## src/rtl/bwb_pkg.sv

```systemverilog
package bwb_pkg;
    typedef enum logic [1:0] {
        ST_IDLE    = 2'd0,
        ST_ASK     = 2'd1,
        ST_CYCLE   = 2'd2,
        ST_RELEASE = 2'd3
    } bwb_state_t;
endpackage

```

## src/rtl/bwb_bank_reg.sv

```systemverilog
module bwb_bank_reg #(
    parameter int BANK_W = 9
) (
    input  logic              clk,
    input  logic              rst_n,
    input  logic              load,
    input  logic [BANK_W-1:0] value,
    output logic [BANK_W-1:0] bank
);
    always_ff @(posedge clk or negedge rst_n) begin
        if (!rst_n)
            bank <= '0;
        else if (load)
            bank <= value;
    end
endmodule

```

## src/rtl/bwb_lane_steer.sv

```systemverilog
module bwb_lane_steer #(
    parameter int                BANK_W   = 9,
    parameter logic [BANK_W-1:0] RAM_VAL  = 9'h1FE,
    parameter logic [BANK_W-1:0] RAM_MASK = 9'h1FE,
    parameter logic [7:0]        FILL     = 8'hFF
) (
    input  logic              odd_byte,
    input  logic              is_write,
    input  logic [BANK_W-1:0] bank,
    input  logic [7:0]        wbyte,
    input  logic [15:0]       rword,
    output logic [7:0]        rbyte,
    output logic [15:0]       wword,
    output logic              upper_sel
);
    logic in_ram;
    always_comb begin
        in_ram    = ((bank & RAM_MASK) == RAM_VAL);
        upper_sel = ~odd_byte;
        wword     = {wbyte, wbyte};
        if (in_ram && !is_write)
            rbyte = FILL;
        else if (odd_byte)
            rbyte = rword[7:0];
        else
            rbyte = rword[15:8];
    end
endmodule

```

## src/rtl/bwb_seq.sv

```systemverilog
module bwb_seq
    import bwb_pkg::*;
#(
    parameter int CPU_AW = 16,
    parameter int BANK_W = 9,
    localparam int WIN_W = CPU_AW - 1
) (
    input  logic              clk,
    input  logic              rst_n,
    input  logic              cpu_req,
    input  logic [CPU_AW-1:0] cpu_addr,
    input  logic              cpu_we,
    input  logic [7:0]        cpu_wdata,
    input  logic [BANK_W-1:0] bank_now,
    input  logic              grant,
    input  logic              ack,
    input  logic [7:0]        steered_rbyte,
    input  logic              upper_sel,
    output logic [WIN_W-1:0]  addr_q,
    output logic [BANK_W-1:0] bank_q,
    output logic              we_q,
    output logic [7:0]        wdata_q,
    output logic [7:0]        rdata_q,
    output logic              bus_req,
    output logic              cpu_wait,
    output logic              as_o,
    output logic              uds_o,
    output logic              lds_o
);
    bwb_state_t state, nxt;
    logic start;

    assign start = cpu_req && cpu_addr[CPU_AW-1] && (state == ST_IDLE);

    always_ff @(posedge clk or negedge rst_n) begin
        if (!rst_n) state <= ST_IDLE;
        else        state <= nxt;
    end

    always_comb begin
        nxt = state;
        unique case (state)
            ST_IDLE:    if (start) nxt = ST_ASK;
            ST_ASK:     if (grant) nxt = ST_CYCLE;
            ST_CYCLE:   if (ack)   nxt = ST_RELEASE;
            ST_RELEASE: nxt = ST_IDLE;
            default:    nxt = ST_IDLE;
        endcase
    end

    always_ff @(posedge clk or negedge rst_n) begin
        if (!rst_n) begin
            addr_q  <= '0;
            bank_q  <= '0;
            we_q    <= 1'b0;
            wdata_q <= '0;
            rdata_q <= '0;
        end else begin
            if (start) begin
                addr_q  <= cpu_addr[WIN_W-1:0];
                bank_q  <= bank_now;
                we_q    <= cpu_we;
                wdata_q <= cpu_wdata;
            end
            if (state == ST_CYCLE && ack && !we_q)
                rdata_q <= steered_rbyte;
        end
    end

    always_comb begin
        bus_req  = (state != ST_IDLE);
        cpu_wait = (state == ST_ASK) || (state == ST_CYCLE);
        as_o     = (state == ST_CYCLE);
        uds_o    = as_o && upper_sel;
        lds_o    = as_o && !upper_sel;
    end


    low_addr_ignored_chk: assert property (@(posedge clk) disable iff (!rst_n)
        (state == ST_IDLE && !(cpu_req && cpu_addr[CPU_AW-1])) |=> !bus_req);

    strobe_needs_grant_chk: assert property (@(posedge clk) disable iff (!rst_n)
        as_o |-> $past(grant));

    wait_drops_after_ack_chk: assert property (@(posedge clk) disable iff (!rst_n)
        (state == ST_CYCLE && ack) |=> (!cpu_wait && bus_req));

    req_release_chk: assert property (@(posedge clk) disable iff (!rst_n)
        (state == ST_RELEASE) |=> !bus_req);

    one_strobe_chk: assert property (@(posedge clk) disable iff (!rst_n)
        as_o |-> $countones({uds_o, lds_o}) == 1);

    busy_snapshot_stable_chk: assert property (@(posedge clk) disable iff (!rst_n)
        (state == ST_CYCLE) |=> $stable(addr_q) && $stable(bank_q));
endmodule

```

## src/rtl/bank_window_bridge.sv

```systemverilog
module bank_window_bridge #(
    parameter int                CPU_AW   = 16,
    parameter int                BANK_W   = 9,
    parameter logic [BANK_W-1:0] RAM_VAL  = 9'h1FE,
    parameter logic [BANK_W-1:0] RAM_MASK = 9'h1FE,
    parameter logic [7:0]        FILL     = 8'hFF,
    localparam int               WIN_W    = CPU_AW - 1,
    localparam int               MAIN_AW  = BANK_W + WIN_W
) (
    input  logic               clk,
    input  logic               rst_n,
    input  logic               cpu_req,
    input  logic [CPU_AW-1:0]  cpu_addr,
    input  logic               cpu_we,
    input  logic [7:0]         cpu_wdata,
    output logic [7:0]         cpu_rdata,
    output logic               cpu_wait,
    input  logic               bank_we,
    input  logic [BANK_W-1:0]  bank_wdata,
    output logic               mbus_req,
    input  logic               mbus_grant,
    output logic [MAIN_AW-1:1] mbus_addr,
    output logic               mbus_as,
    output logic               mbus_rnw,
    output logic               mbus_uds,
    output logic               mbus_lds,
    output logic [15:0]        mbus_wdata,
    input  logic [15:0]        mbus_rdata,
    input  logic               mbus_ack
);
    logic [BANK_W-1:0] bank_now, bank_q;
    logic [WIN_W-1:0]  addr_q;
    logic              we_q, upper_sel;
    logic [7:0]        wdata_q, rbyte;

    bwb_bank_reg #(.BANK_W(BANK_W)) u_bank (
        .clk(clk), .rst_n(rst_n), .load(bank_we), .value(bank_wdata), .bank(bank_now)
    );

    bwb_lane_steer #(.BANK_W(BANK_W), .RAM_VAL(RAM_VAL), .RAM_MASK(RAM_MASK), .FILL(FILL)) u_lane (
        .odd_byte(addr_q[0]), .is_write(we_q), .bank(bank_q), .wbyte(wdata_q),
        .rword(mbus_rdata), .rbyte(rbyte), .wword(mbus_wdata), .upper_sel(upper_sel)
    );

    bwb_seq #(.CPU_AW(CPU_AW), .BANK_W(BANK_W)) u_seq (
        .clk(clk), .rst_n(rst_n), .cpu_req(cpu_req), .cpu_addr(cpu_addr),
        .cpu_we(cpu_we), .cpu_wdata(cpu_wdata), .bank_now(bank_now),
        .grant(mbus_grant), .ack(mbus_ack), .steered_rbyte(rbyte), .upper_sel(upper_sel),
        .addr_q(addr_q), .bank_q(bank_q), .we_q(we_q), .wdata_q(wdata_q),
        .rdata_q(cpu_rdata), .bus_req(mbus_req), .cpu_wait(cpu_wait),
        .as_o(mbus_as), .uds_o(mbus_uds), .lds_o(mbus_lds)
    );

    assign mbus_addr = {bank_q, addr_q[WIN_W-1:1]};
    assign mbus_rnw  = ~we_q;


    as_only_with_grant_chk: assert property (@(posedge clk) disable iff (!rst_n)
        mbus_as |-> (mbus_grant && mbus_req));

    write_lanes_match_chk: assert property (@(posedge clk) disable iff (!rst_n)
        (mbus_as && !mbus_rnw) |-> (mbus_wdata[15:8] == mbus_wdata[7:0]));
endmodule

```

## config.mk

```make
export PLATFORM = sky130hd
export DESIGN_NAME = bank_window_bridge
export DESIGN_NICKNAME = d
export VERILOG_FILES = /design/src/rtl/bwb_pkg.sv /design/src/rtl/bwb_bank_reg.sv /design/src/rtl/bwb_lane_steer.sv /design/src/rtl/bwb_seq.sv /design/src/rtl/bank_window_bridge.sv
export SDC_FILE = /design/constraint.sdc
export NUM_CORES = 1
export LEC_CHECK = 0
export ABC_AREA = 1
export CAP_MARGIN = 20
export CORE_MARGIN = 2
export CORE_UTILIZATION = 45
export DETAILED_ROUTE_END_ITERATION = 16
export DONT_BUFFER_PORTS = 1
export PLACE_DENSITY = 0.71
export SYNTH_ARGS = -nofsm -noshare
export SYNTH_HDL_FRONTEND = slang
export SYNTH_SLANG_ARGS = --single-unit
export TNS_END_PERCENT = 1
```

## constraint.sdc

```tcl
create_clock -name clk -period 2.45 [get_ports clk]
set_input_delay 0.245 -clock clk [delete_from_list [all_inputs] [get_ports clk]]
set_output_delay 0.245 -clock clk [all_outputs]
set_load 0.02 [all_outputs]
```

# After elaboration in Yosys (flattened, before gate mapping)
# Index checks and enable logic that the tools add are counted.
dict set report totals {
  register_bits 52
  out_inout_bits 53
  word_cells 34
  inputBits 56
}
dict set report classes {
  n_eq_ne 7
  n_mux 6
  n_bitwise 2
  n_reduce_logical 12
}
# op count
set op_table {}
lappend op_table {{8-bit two-way mux} 2}
lappend op_table {{8-bit equality test (second input constant)} 1}
lappend op_table {{2-bit case mux with 4 select lines} 1}
lappend op_table {{1-bit logical AND} 7}
lappend op_table {{2-bit two-way mux} 3}
lappend op_table {{2-bit equality test (second input constant)} 2}
lappend op_table {{2-bit by 1-bit != test with 1-bit output (second input constant)} 2}
lappend op_table {{3-bit AND reduction} 1}
lappend op_table {{2-bit by 1-bit equality test with 1-bit output (second input constant)} 1}
lappend op_table {{2-bit zero test} 1}
lappend op_table {{2-bit != test (second input constant)} 1}
lappend op_table {{1-bit inverter} 2}
lappend op_table {{2-bit nonzero test} 1}
lappend op_table {{1-bit zero test} 1}
lappend op_table {{1-bit logical OR} 1}

# Longest topological paths before layout
dict set report depth {
  ltp_word 4
  ltp_mapped 7
  depth_no_buf 6
}

# By module
# Synthesis repeated with hierarchy kept, for this count alone.
dict set report hier_totals {
  cells_unflattened 291
  hier_area_um2 2518.7
}
# module n_inst area_per_inst_um2 cells_each seq_area_each_um2
set by_module_without_submodules {}
lappend by_module_without_submodules {bwb_seq 1 1889.3 203 1076.0}
lappend by_module_without_submodules {bwb_bank_reg 1 341.6 38 225.2}
lappend by_module_without_submodules {bwb_lane_steer 1 284.0 49 0.0}
lappend by_module_without_submodules {bank_window_bridge 1 3.8 1 0.0}

# Worst setup path after synthesis
# OpenSTA, ideal clock, no wires.
dict set report synth_timing {
  path_kind {register to output}
  from {register u_seq.state[0]}
  to {output port mbus_uds}
  path_slack_ns 0.991
  path_stages_with_launch 5
  required_time_ns 2.205
  t_arrival_ns 1.214
  path_buffers 0
  cell_sequence {dfrtp_1 inv_1 ha_1 inv_1 nor2_1}
}
dict set report synth_between {
  elab_chain_cells 2
}
# item line_no
set synth_rtl {}
lappend synth_rtl {{start, declared} bwb_seq.sv:30} ;# bwb_state_t state, nxt;
lappend synth_rtl {{start signal, assigned} bwb_seq.sv:37} ;# else state <= nxt;
lappend synth_rtl {{2-bit equality test} bwb_seq.sv:73} ;# as_o = (state == ST_CYCLE);
lappend synth_rtl {{net mbus_as} bank_window_bridge.sv:23} ;# output logic mbus_as,
lappend synth_rtl {{1-bit logical AND} bwb_seq.sv:74} ;# uds_o = as_o && upper_sel;
lappend synth_rtl {{end, declared} bank_window_bridge.sv:25} ;# output logic mbus_uds,
# The timed path passes the listed nets, and every way through them passes these cells.

# Worst setup path in the final report
# Ends and elaborated chain as after synthesis.

==> results.tsv <==
stage	metric	value	unit
yosys	syn_area_per_cell	8.754	um^2
yosys	synth_xor_area_share	0	%
cells_and_area	multi_input_area	760.7	um^2
cells_and_area	final_area	2476	um^2
yosys	yosysTopAreaCell	dfrtp_1	
floorplanning	die_x	76.61	um
critical_path	worstPathMaxFanout	6	
sta	hold_violations	0	
yosys	synthCells	271	
placed_design	dpl.cell_count	324	
sta	post-route-min-period	1.866	ns
clock_network	htreeDepth	2	
clock_network	hold_buffers	2	
placed_design	dp_hpwl	3054	um
drt	wl_per_cell	12.75	um
run	drv_cap	0	
yosys	synth_common_cells	nand2_1 (74), dfrtp_1 (52), inv_1 (42)	
cells_and_area	syn2layout_area_growth	4.377	%
clock_network	cts_tree	done	
sta	finalSetupViolCount	0	
drt	drt_pass1_iterations	4	
clock_network	cts_buffers	5	
clock_network	clk_pin_slew	0.09	ns
critical_path	crit_path_max_incr_delay	0.42	ns
floorplanning	die-height	76.61	um
yosys	yosysMostFrequentCell	nand2_1	
sta	rsz0062_at_grt	false	
yosys	synth_fp_nets	331	
floorplanning	core_area	5107	um^2
clock_network	cts_root_buf	clkbuf_8	
placed_design	io_buffers	0	
cells_and_area	num-fill-cells	502	
critical_path	cp_common_cell	inv_1	
yosys	synth.distinct_cells	19	
floorplanning	die_area	5868	um^2
placed_design	gp_congestion	0.7030	
placed_design	dpl_cell_area	2340	um^2
clock_network	cts_resized	0	
critical_path	worstSetupEndpointType	primary output	
critical_path	worstPathArrival	1.62	ns
critical_path	cp_slowest_cell	ha_1	
cells_and_area	drive_above_1_share	9.160	%
critical_path	crit_required	2.20	ns
sta	tns	0	ns
yosys	synthAdderAreaFrac	2.110	%
drt	via_per_inst	4.684	
critical_path	crit_type	flip-flop to primary output	
grt	grt_overflow_total	0	
worst_hold_path	hp-class	input pin to flip-flop	
sta	period_share	76.16	%
clock_network	clock_path_buffers	2	
sta	fmax	536.0	MHz
yosys	synth_compound_area_share	13.03	%
power	power.density	1346	nW/um^2
clock_network	post_cts_buffers	0	
yosys	async_flop_share	100.0	%
power	ir_drop	0.0006708	V
floorplanning	ios	109	
yosys	ys_ff_latch	52	
clock_network	insertion_delay	0.30	ns
grt	grt_pass1_wl	7245	um
cells_and_area	diodes	0	
critical_path	crit_path_start_kind	flip-flop	
yosys	synth-main-ff-cell	dfrtp_1	
grt	first_global_vias	1561	
floorplanning	start_util	46.45	%
sta	slew_headroom	72.88	%
yosys	syn-cell-area	2372	um^2
drt	ant_nets	0	
yosys	synth-edff-count	0	
cells_and_area	fin_nets	323	
yosys	synth_top_family_by_area	simple AND/OR/NAND/NOR gates	
clock_network	cts.sinks	52	
yosys	synth-simple-area-share	16.93	%
drt	drc	0	
yosys	yosys.area.top_type_share	54.85	%
run_status	outcome	completed	
drt	routed_wl	4233	um
yosys	muxShareOfSynthArea	0	%
cells_and_area	final_cells	332	
grt	antenna_found_initial	0	
grt	grt_start_max_net_pins	67	
yosys	ys_seq_area_share	54.85	%
drt	drtIter0Drc	60	
yosys	synthTopCellsByArea	dfrtp_1 (55%), nand2_1 (12%), inv_1 (6.6%)	
grt	grt_use_total	15.32	%
sta	slew_violations	0	
yosys	yosysWarnings	0	
critical_path	cp_cell_sequence	inv_1 > ha_1 > inv_1 > nor2_1	
cells_and_area	seqCellArea	1301	um^2
power	leakage	1.281	nW
floorplanning	rows	26	
drt	vias	1555	
sta	worstMarginPinSlew	0.4068	ns
sta	fin_skew	0.004622	ns
-- area by class of cell --
cell class | count | share of cell area [%]
timing repair buffer | 3 | 2.324
sequential | 52 | 52.55
clock buffer | 5 | 2.779
clock inverter | 1 | 1.213
inverter | 44 | 6.872
tap | 70 | 3.537
multi-input combinational | 157 | 30.72
-- cell families (layout without fill, tap and decap cells) --
group,after synthesis,in the layout
AOI/OAI and AO/OA,52,52
and+or+nand+nor,101,101
adders and majority gates,4,4
DFF,52,52
buffers and inverters,62,53
-- state kept, by name, indices dropped and copies added, names as in the netlist --
name,cells
u_seq.addr_q,15
u_bank.bank,9
u_seq.rdata_q,8
u_seq.wdata_q,8
u_seq.bank_q,9
u_seq.we_q,1
u_seq.state,2
-- metal layers --
layer  vias up  global-route usage [%]  wire length, um
met5         -                       0                0
met4         0                   4.000               33
met3         4                   6.161              346
met2        62                   26.11             2011
met1       689                   18.01             1842
li1        800                       -                -
-- power by group --
| part | switching (mW) | internal [mW] | leakage (nW) |
|---|---|---|---|
| logic | 0.510 | 0.306 | 0.597 |
| registers | 0.760 | 1.21 | 0.634 |
| clock network | 0.257 | 0.293 | 0.0501 |
| total | 1.53 | 1.81 | 1.28 |
-- worst max-delay path, delay by kind of cell, from the launching register on --
| family | cells | cell delay (ns) |
|---|---|---|
| and+or+nand+nor | 1 | 0.31 |
| adders and majority gates | 1 | 0.42 |
| buffers and inverters | 2 | 0.19 |
| DFF | 1 | 0.40 |
-- stage by stage --
step | power, mW | setup WS, ns | hold WS [ns] | util (%)
3_3_place_gp | 2.754 | 0.9384 | -0.04909 | 45.81
6_report | 3.332 | 0.5842 | 0.03792 | 48.48
5_1_grt | 3.573 | 0.5080 | 0.02578 | 48.48
4_1_cts | 3.384 | 0.5713 | 0.03467 | 48.48
2_1_floorplan | 2.709 | 0.9907 | -0.05059 | -
3_5_place_dp | 2.803 | 0.9122 | -0.04926 | 45.81
-- path summary, 6_finish.rpt --
path | slack, ns | start | end | depth (start not counted)
worst max-delay path | 0.58 | u_seq.state[0]$_DFFE_PN0P_ | mbus_uds | 4
worst min-delay path | 0.04 | bank_we | u_bank.bank[7]$_DFFE_PN0P_ | 1
worst max register to register | 0.93 | u_seq.state[0]$_DFFE_PN0P_ | u_seq.rdata_q[0]$_DFFE_PN0P_ | 5
worst min register to register | 0.52 | u_bank.bank[5]$_DFFE_PN0P_ | u_seq.bank_q[5]$_DFFE_PN0P_ | 2
max in group asynchronous | 1.75 | rst_n | u_seq.rdata_q[4]$_DFFE_PN0P_ | 2
min in group asynchronous | 0.48 | rst_n | u_seq.bank_q[5]$_DFFE_PN0P_ | 2
-- placed cells by master, fill, tap and decap left out, drive strengths merged --
master,synthesis,routed
dfrtp,52,52
nand3,4,4
nor2,23,23
dlygate4sd3,0,1
clkinv,2,2
ha,4,4
bufinv,0,1
a21oi,10,10
nand2,74,74
inv,42,42
o21ai,42,42
buf,16,2
clkbuf,2,5
Note: power is estimated with default switching activity, not from simulation.
